**config.mk**
```make
export PLATFORM = sky130hd
export DESIGN_NAME = tsevt_queue
export DESIGN_NICKNAME = d
export VERILOG_FILES = /design/src/rtl/tsevt_pkg.sv /design/src/rtl/tsevt_sync_edge.sv /design/src/rtl/tsevt_arbiter.sv /design/src/rtl/tsevt_fifo_ctl.sv /design/src/rtl/tsevt_queue.sv
export SDC_FILE = /design/constraint.sdc
export NUM_CORES = 2
export LEC_CHECK = 0
export BUFFER_PORTS_ARGS = -buffer_cell sky130_fd_sc_hd__buf_2
export CELL_PAD_IN_SITES_DETAIL_PLACEMENT = 0
export CELL_PAD_IN_SITES_GLOBAL_PLACEMENT = 2
export CORE_ASPECT_RATIO = 0.6
export CORE_MARGIN = 1
export CORE_UTILIZATION = 49
export CTS_CLUSTER_SIZE = 40
export DETAILED_ROUTE_END_ITERATION = 10
export HOLD_SLACK_MARGIN = 0.02
export PLACE_DENSITY = 0.9
export SETUP_SLACK_MARGIN = 0.05
export SLEW_MARGIN = 20
export SYNTH_ARGS = -nofsm -noshare
export SYNTH_HDL_FRONTEND = slang
export SYNTH_HIERARCHICAL = 1
export SYNTH_SLANG_ARGS = --single-unit
export TNS_END_PERCENT = 1
```
**constraint.sdc**
```tcl
create_clock -name clk -period 5.3 [get_ports clk]
set_clock_uncertainty 0.05 [all_clocks]
set_input_delay 1.06 -clock clk [delete_from_list [all_inputs] [get_ports clk]]
set_output_delay 1.06 -clock clk [all_outputs]
set_load 0.02 [all_outputs]
```
**src/rtl/tsevt_pkg.sv**
```systemverilog
package tsevt_pkg;

    localparam int TS_W   = 64;
    localparam int ADDR_W = 4;

    typedef enum logic [3:0] {
        EV_PUSH   = 4'd0,
        EV_ROLL   = 4'd1,
        EV_HALF   = 4'd2,
        EV_HWPUSH = 4'd3,
        EV_RX     = 4'd4,
        EV_TX     = 4'd5,
        EV_CMP    = 4'd6,
        EV_HOST   = 4'd7
    } ev_type_e;

    typedef struct packed {
        logic [TS_W-1:0] ts;
        logic [4:0]      port;
        ev_type_e        etype;
        logic [3:0]      msg;
        logic [15:0]     seq;
        logic [7:0]      domain;
    } ev_rec_t;

    localparam logic [ADDR_W-1:0] A_CTRL   = 4'd0;
    localparam logic [ADDR_W-1:0] A_INTEN  = 4'd1;
    localparam logic [ADDR_W-1:0] A_RAW    = 4'd2;
    localparam logic [ADDR_W-1:0] A_MASKED = 4'd3;
    localparam logic [ADDR_W-1:0] A_PUSH   = 4'd4;
    localparam logic [ADDR_W-1:0] A_POP    = 4'd5;
    localparam logic [ADDR_W-1:0] A_TSLO   = 4'd6;
    localparam logic [ADDR_W-1:0] A_EVW    = 4'd7;
    localparam logic [ADDR_W-1:0] A_DOMW   = 4'd8;
    localparam logic [ADDR_W-1:0] A_TSHI   = 4'd9;

    localparam int HWEN_LSB = 8;

endpackage

```
**src/rtl/tsevt_sync_edge.sv**
```systemverilog
module tsevt_sync_edge #(
    parameter int NIN = 8
) (
    input  logic           clk,
    input  logic           rst_n,
    input  logic [NIN-1:0] din,
    input  logic [NIN-1:0] en,
    output logic [NIN-1:0] rise
);

    for (genvar g = 0; g < NIN; g++) begin : g_ch
        logic meta_q, sync_q, prev_q;

        always_ff @(posedge clk or negedge rst_n) begin
            if (!rst_n) begin
                meta_q <= 1'b0;
                sync_q <= 1'b0;
                prev_q <= 1'b0;
            end else begin
                meta_q <= din[g];
                sync_q <= meta_q;
                prev_q <= sync_q;
            end
        end

        assign rise[g] = sync_q & ~prev_q & en[g];
    end

endmodule

```
**src/rtl/tsevt_arbiter.sv**
```systemverilog
module tsevt_arbiter
    import tsevt_pkg::*;
#(
    parameter int NHW = 8
) (
    input  logic                      clk,
    input  logic                      rst_n,
    input  logic [TS_W-1:0]           time_now,
    input  logic                      sw_req,
    input  logic [NHW-1:0]            hw_req,
    input  logic                      eth_req,
    input  logic                      eth_is_tx,
    input  logic [3:0]                eth_msg,
    input  logic [15:0]               eth_seq,
    input  logic [4:0]                eth_port,
    input  logic [7:0]                eth_domain,
    output logic                      wr_valid,
    output ev_rec_t                   wr_rec,
    output logic [NHW+1:0]            grant,
    output logic                      slot_drop
);

    localparam int NSLOT = NHW + 2;
    localparam int SW    = $clog2(NSLOT);
    localparam int ETH_S = NHW + 1;

    logic [NSLOT-1:0] req;
    logic [NSLOT-1:0] pend_q;
    ev_rec_t          nrec  [NSLOT];
    ev_rec_t          rec_q [NSLOT];
    logic [SW-1:0]    gidx;
    logic             found;

    assign req = {eth_req, hw_req, sw_req};

    // Record each source would latch this cycle.
    always_comb begin
        nrec[0] = '{ts: time_now, port: 5'd0, etype: EV_PUSH,
                    msg: 4'd0, seq: 16'd0, domain: 8'd0};
        for (int i = 0; i < NHW; i++) begin
            nrec[i+1] = '{ts: time_now, port: 5'(i + 1), etype: EV_HWPUSH,
                          msg: 4'd0, seq: 16'd0, domain: 8'd0};
        end
        nrec[ETH_S] = '{ts: time_now, port: eth_port,
                        etype: (eth_is_tx ? EV_TX : EV_RX),
                        msg: eth_msg, seq: eth_seq, domain: eth_domain};
    end

    // Fixed priority: lowest slot index wins.
    always_comb begin
        grant = '0;
        gidx  = '0;
        found = 1'b0;
        for (int i = 0; i < NSLOT; i++) begin
            if (pend_q[i] && !found) begin
                grant[i] = 1'b1;
                gidx     = SW'(i);
                found    = 1'b1;
            end
        end
    end

    always_ff @(posedge clk or negedge rst_n) begin
        if (!rst_n) begin
            pend_q <= '0;
            for (int i = 0; i < NSLOT; i++) rec_q[i] <= '0;
        end else begin
            for (int i = 0; i < NSLOT; i++) begin
                if (req[i]) begin
                    if (!pend_q[i] || grant[i]) begin
                        pend_q[i] <= 1'b1;
                        rec_q[i]  <= nrec[i];
                    end
                end else if (grant[i]) begin
                    pend_q[i] <= 1'b0;
                end
            end
        end
    end

    assign wr_valid  = found;
    assign wr_rec    = rec_q[gidx];
    assign slot_drop = |(req & pend_q & ~grant);

endmodule

```
**src/rtl/tsevt_fifo_ctl.sv**
```systemverilog
module tsevt_fifo_ctl
    import tsevt_pkg::*;
#(
    parameter int DEPTH = 16
) (
    input  logic                        clk,
    input  logic                        rst_n,
    input  logic                        wr_valid,
    input  ev_rec_t                     wr_rec,
    input  logic                        pop_req,
    input  logic                        slot_drop,
    output ev_rec_t                     head_rec,
    output logic                        not_empty,
    output logic                        overflow,
    output logic [$clog2(DEPTH+1)-1:0]  count
);

    localparam int AW = $clog2(DEPTH);
    localparam int CW = $clog2(DEPTH + 1);
    localparam logic [CW-1:0] C_TOP  = CW'(DEPTH - 1);
    localparam logic [CW-1:0] C_ONE  = CW'(1);

    typedef enum logic [1:0] {
        ST_EMPTY = 2'd0,
        ST_HOLD  = 2'd1,
        ST_FULL  = 2'd2
    } occ_state_e;

    occ_state_e     state_q, state_d;
    ev_rec_t        mem [DEPTH];
    logic [AW-1:0]  wr_ptr_q, rd_ptr_q;
    logic [CW-1:0]  cnt_q;
    logic           ovf_q;
    logic           do_wr, do_pop;

    assign do_wr  = wr_valid && (state_q != ST_FULL);
    assign do_pop = pop_req  && (state_q != ST_EMPTY);

    // Next-state decision.
    always_comb begin
        state_d = state_q;
        unique case (state_q)
            ST_EMPTY: if (do_wr) state_d = ST_HOLD;
            ST_HOLD: begin
                if (do_wr && !do_pop && cnt_q == C_TOP)      state_d = ST_FULL;
                else if (do_pop && !do_wr && cnt_q == C_ONE) state_d = ST_EMPTY;
            end
            ST_FULL:  if (do_pop) state_d = ST_HOLD;
            default:  state_d = ST_EMPTY;
        endcase
    end

    // State register.
    always_ff @(posedge clk or negedge rst_n) begin
        if (!rst_n) state_q <= ST_EMPTY;
        else        state_q <= state_d;
    end

    // Datapath: pointers, occupancy, sticky overflow.
    always_ff @(posedge clk or negedge rst_n) begin
        if (!rst_n) begin
            wr_ptr_q <= '0;
            rd_ptr_q <= '0;
            cnt_q    <= '0;
            ovf_q    <= 1'b0;
        end else begin
            if (do_wr)  wr_ptr_q <= (wr_ptr_q == AW'(DEPTH - 1)) ? '0 : wr_ptr_q + 1'b1;
            if (do_pop) rd_ptr_q <= (rd_ptr_q == AW'(DEPTH - 1)) ? '0 : rd_ptr_q + 1'b1;
            if (do_wr && !do_pop)      cnt_q <= cnt_q + 1'b1;
            else if (do_pop && !do_wr) cnt_q <= cnt_q - 1'b1;
            if ((wr_valid && state_q == ST_FULL) || slot_drop) ovf_q <= 1'b1;
        end
    end

    always_ff @(posedge clk) begin
        if (do_wr) mem[wr_ptr_q] <= wr_rec;
    end

    // Outputs.
    always_comb begin
        not_empty = (state_q != ST_EMPTY);
        head_rec  = mem[rd_ptr_q];
        overflow  = ovf_q;
        count     = cnt_q;
    end

endmodule

```
**src/rtl/tsevt_queue.sv**
```systemverilog
module tsevt_queue
    import tsevt_pkg::*;
#(
    parameter int NHW   = 8,
    parameter int DEPTH = 16
) (
    input  logic                 clk,
    input  logic                 rst_n,
    input  logic [63:0]          time_now,
    input  logic                 reg_wr,
    input  logic [3:0]           reg_addr,
    input  logic [31:0]          reg_wdata,
    output logic [31:0]          reg_rdata,
    input  logic [NHW-1:0]       hw_in,
    input  logic                 eth_valid,
    input  logic                 eth_is_tx,
    input  logic [3:0]           eth_msg_type,
    input  logic [15:0]          eth_seq_id,
    input  logic [4:0]           eth_port,
    input  logic [7:0]           eth_domain,
    output logic                 irq
);

    localparam int NSLOT = NHW + 2;
    localparam int CW    = $clog2(DEPTH + 1);

    logic [NHW-1:0]   hw_en_q;
    logic             inten_q;
    logic [NHW-1:0]   hw_rise;
    logic             sw_req, pop_req;
    logic             wr_valid, slot_drop;
    ev_rec_t          wr_rec, head_rec;
    logic [NSLOT-1:0] grant;
    logic             not_empty, overflow;
    logic [CW-1:0]    count;
    logic [31:0]      ev_word, dom_word;

    assign sw_req  = reg_wr && reg_addr == A_PUSH && reg_wdata[0];
    assign pop_req = reg_wr && reg_addr == A_POP  && reg_wdata[0];

    always_ff @(posedge clk or negedge rst_n) begin
        if (!rst_n) begin
            hw_en_q <= '0;
            inten_q <= 1'b0;
        end else if (reg_wr) begin
            if (reg_addr == A_CTRL)  hw_en_q <= reg_wdata[HWEN_LSB +: NHW];
            if (reg_addr == A_INTEN) inten_q <= reg_wdata[0];
        end
    end

    tsevt_sync_edge #(.NIN(NHW)) u_sync (
        .clk   (clk),
        .rst_n (rst_n),
        .din   (hw_in),
        .en    (hw_en_q),
        .rise  (hw_rise)
    );

    tsevt_arbiter #(.NHW(NHW)) u_arb (
        .clk        (clk),
        .rst_n      (rst_n),
        .time_now   (time_now),
        .sw_req     (sw_req),
        .hw_req     (hw_rise),
        .eth_req    (eth_valid),
        .eth_is_tx  (eth_is_tx),
        .eth_msg    (eth_msg_type),
        .eth_seq    (eth_seq_id),
        .eth_port   (eth_port),
        .eth_domain (eth_domain),
        .wr_valid   (wr_valid),
        .wr_rec     (wr_rec),
        .grant      (grant),
        .slot_drop  (slot_drop)
    );

    tsevt_fifo_ctl #(.DEPTH(DEPTH)) u_fifo (
        .clk       (clk),
        .rst_n     (rst_n),
        .wr_valid  (wr_valid),
        .wr_rec    (wr_rec),
        .pop_req   (pop_req),
        .slot_drop (slot_drop),
        .head_rec  (head_rec),
        .not_empty (not_empty),
        .overflow  (overflow),
        .count     (count)
    );

    assign ev_word  = {3'b000, head_rec.port, head_rec.etype, head_rec.msg, head_rec.seq};
    assign dom_word = {24'd0, head_rec.domain};

    always_comb begin
        reg_rdata = '0;
        unique case (reg_addr)
            A_CTRL:   reg_rdata[HWEN_LSB +: NHW] = hw_en_q;
            A_INTEN:  reg_rdata[0] = inten_q;
            A_RAW:    reg_rdata[1:0] = {overflow, not_empty};
            A_MASKED: reg_rdata[0] = not_empty & inten_q;
            A_TSLO:   reg_rdata = not_empty ? head_rec.ts[31:0]  : '0;
            A_EVW:    reg_rdata = not_empty ? ev_word            : '0;
            A_DOMW:   reg_rdata = not_empty ? dom_word           : '0;
            A_TSHI:   reg_rdata = not_empty ? head_rec.ts[63:32] : '0;
            default:  reg_rdata = '0;
        endcase
    end

    assign irq = not_empty & inten_q;

endmodule

```
==> run summary <==
worst rel slew slack: 18.67%
worst setup slack after placement: 0.9216 ns
setup ws final: 0.1128 ns
dpl cell area: 0.09953 sq mm
Starting DRT DRC Count: 5999
Critical Path Max Stage Delay: 0.56 ns
number of remaining DRC errors: 0
crit path time final: 5.187 ns
Crit Path Class: register to output pin
layout net count: 5338
proportion of layout cells with a drive suffix above 1: 35.50%
per-cell routed wire length: 30.18 um
Worst-path clk slew: 0.07 ns
endpoints failing setup: 0
DP Wirelength: 137800 um
Largest delay share family, worst path: multiplexers
grt total ovfl: 0
critical path capture point type: output pin
via total after detailed routing: 49800
Area Growth Syn to Fin: 12.06%
via count of the first global-routing pass: 50580
# rows: 124
GP Congestion: 0.7951
status: completed
data required time at the worst endpoint: 4.19 ns
unrepaired setup endpoints after global routing: yes
first-pass GRT wire length: 349200 um
remaining antenna violation count after routing: 0
Post-Route Setup TNS: 0 ns
critical path data arrival time: 4.08 ns
overall routing resource usage: 24.55%
CTS H-tree lvls: 4
antenna violations before repair: 17
max-cap viol count: 0
Die X: 569.9 um
clock insertion delay at the later pin of the skew report: 0.85 ns
Die Footprint: 0.1953 sq mm
Yosys warning total: 6
hold violation total from the final report: 0
startpoint types: register
CP Max Fanout: 59
Critical path buffers and inverters: 2
standard cell core area: 0.1913 sq mm
root buffer cell: sky130_fd_sc_hd__clkbuf_16
Buffers on Ports: 155
static leakage: 37.42 nW
worst hold-check path type: input port to asynchronous set/reset pin
Max Transition Viols Final: 0
number of iterations in the first detailed-routing pass: 6
Total Wirelength: 239300 um
Syn Inst Count: 4992
synthesized area per cell: 18.99 sq um
final design area excluding fillers: 0.1062 sq mm
Synth Cell Area: 0.09480 sq mm
final worst-path cycle share: 97.87%
maximum clock insertion buffer count: 4
Worst Tran Pin Value: 1.212 ns
critical path cell sequence: buf_12, mux4_2, a22oi_1, nand2_1, mux2i_1, o2bb2ai_1, and2_1, buf_2
TritonCTS clock tree: yes
largest net degree at the start of global routing: 167
worst hold slack: 0.1506 ns
height of the die: 342.7 um
worst-case vdd ir drop: 0.4991 mV
effective utilization at floorplan: 49.56%
number of buffers created by CTS: 215
PD cells: 611.0 mW/mm^2
FILL cells: 14180
Synth Net Count: 5149
Via density: 6.279
TritonCTS Sinks: 2358
Max Clk Rate: 192.8 MHz
crit path max-delay cell type: sky130_fd_sc_hd__mux4_2
number of placed I/O pins: 179
==> per-layer routing <==
| metal | routed length [um] | global-route usage, % | share of wire, % |
|---|---|---|---|
| met5 | 10 | 0 | 0.0042 |
| met4 | 5520 | 5.974 | 2.3 |
| met3 | 20990 | 4.061 | 8.8 |
| met2 | 111400 | 37.98 | 47 |
| met1 | 101400 | 36.70 | 42 |
==> final cells by class <==
class	count	area [sq um]	share of cell area [%]
Sequential cell	2358	67100	63.16
Multi-Input combinational cell	2239	26210	24.67
Clock buffer	286	5911	5.564
Tap cell	2583	3232	3.042
Timing Repair Buffer	352	2998	2.822
Clock inverter	91	706.9	0.6654
Inverter	15	56.30	0.05300
Antenna cell	6	15.01	0.01413
==> sequential cells by signal, indices dropped and copies added, names as in the netlist <==
| name | flops |
|---|---|
| u_fifo/rd_ptr_q | 4 |
| u_fifo/state_q | 2 |
| u_sync/g_ch.meta_q | 8 |
| u_arb/pend_q | 10 |
| hw_en_q | 8 |
| u_fifo/overflow | 1 |
| u_fifo/mem | 1616 |
| u_fifo/count | 5 |
| u_sync/g_ch.prev_q | 8 |
| u_sync/g_ch.sync_q | 8 |
| u_fifo/wr_ptr_q | 4 |
| u_arb/rec_q | 683 |
| inten_q | 1 |
==> cells in the final DEF (no fill, tap or decap), types with 14 or more instances in the layout <==
cell and instances:
sky130_fd_sc_hd__clkbuf_8 21, sky130_fd_sc_hd__nand2_1 122, sky130_fd_sc_hd__edfxtp_1 1616, sky130_fd_sc_hd__nor3_1 15
sky130_fd_sc_hd__o22ai_1 22, sky130_fd_sc_hd__clkinv_2 28, sky130_fd_sc_hd__o22a_1 26, sky130_fd_sc_hd__mux2_2 707
sky130_fd_sc_hd__buf_4 139, sky130_fd_sc_hd__mux2_1 18, sky130_fd_sc_hd__and2_1 42, sky130_fd_sc_hd__clkbuf_16 217
sky130_fd_sc_hd__and3_1 27, sky130_fd_sc_hd__mux4_2 468, sky130_fd_sc_hd__a221o_1 19, sky130_fd_sc_hd__nor2_1 57
sky130_fd_sc_hd__and2_4 17, sky130_fd_sc_hd__nand2b_1 17, sky130_fd_sc_hd__clkinv_1 38, sky130_fd_sc_hd__dfrtp_1 738
sky130_fd_sc_hd__o2bb2ai_1 14, sky130_fd_sc_hd__a22oi_1 243, sky130_fd_sc_hd__mux2i_1 138, sky130_fd_sc_hd__buf_12 54
sky130_fd_sc_hd__clkbuf_1 45, sky130_fd_sc_hd__o21ai_1 19, sky130_fd_sc_hd__buf_2 153, sky130_fd_sc_hd__a21oi_1 82
sky130_fd_sc_hd__a211oi_1 15, sky130_fd_sc_hd__a311oi_1 14
==> path summary, 6_finish.rpt <==
kind / start / to / slack [ns] / cells past startpoint
min reg2reg: u_sync/g_ch[1].meta_q$_DFF_PN0_ / u_sync/g_ch[1].sync_q$_DFF_PN0_ / 0.30 / 0
max in group asynchronous: rst_n / u_arb/rec_q[865]$_DFFE_PN0P_ / 3.61 / 2
min: rst_n / u_arb/rec_q[13]$_DFFE_PN0P_ / 0.15 / 1
max: u_fifo/rd_ptr_q[0]$_DFFE_PN0P_ / reg_rdata[26] / 0.11 / 8
min in group clk: hw_in[0] / u_sync/g_ch[0].meta_q$_DFF_PN0_ / 0.26 / 1
max reg2reg: u_arb/pend_q[0]$_DFFE_PN0P_ / u_fifo/mem[9][59]$_DFFE_PP_ / 1.07 / 5
==> where the power goes <==
part           switching (mW)  leakage (nW)  internal, mW  total (mW)
Clock                    6.61          3.23          8.27        14.9
Sequential               1.87          23.5          28.2        30.1
Combinational            11.9          10.7          8.11        20.0
Total                    20.3          37.4          44.6        64.9
==> what timing repair did <==
| action | CTS | global route |
|---|---|---|
| setup endpoints to repair | 2 | 12 |
| gates resized for setup | 1 | 11 |
| buffers inserted | 0 | 0 |
| hold buffers | 0 | 0 |
==> per-stage QoR <==
step | power (mW) | std cells | util (%)
floorplan | 42.72 | 4992 | -
detailed placement | 50.24 | 7547 | 52.03
global route | 67.51 | 7929 | 55.53
global placement | 49.33 | 7547 | 52.02
CTS | 65.10 | 7924 | 55.49
finish | 64.92 | 7930 | 55.53
==> worst register-to-register path: cells and delay by family, from the launching register on <==
family	cells	cell delay, ns
AND/OR/NAND/NOR	1	0.84
AO/OA/AOI/OAI	2	1.18
flip-flops	1	0.56
buffers and inverters	2	1.21
No activity file was read; power rests on OpenSTA's default activity.
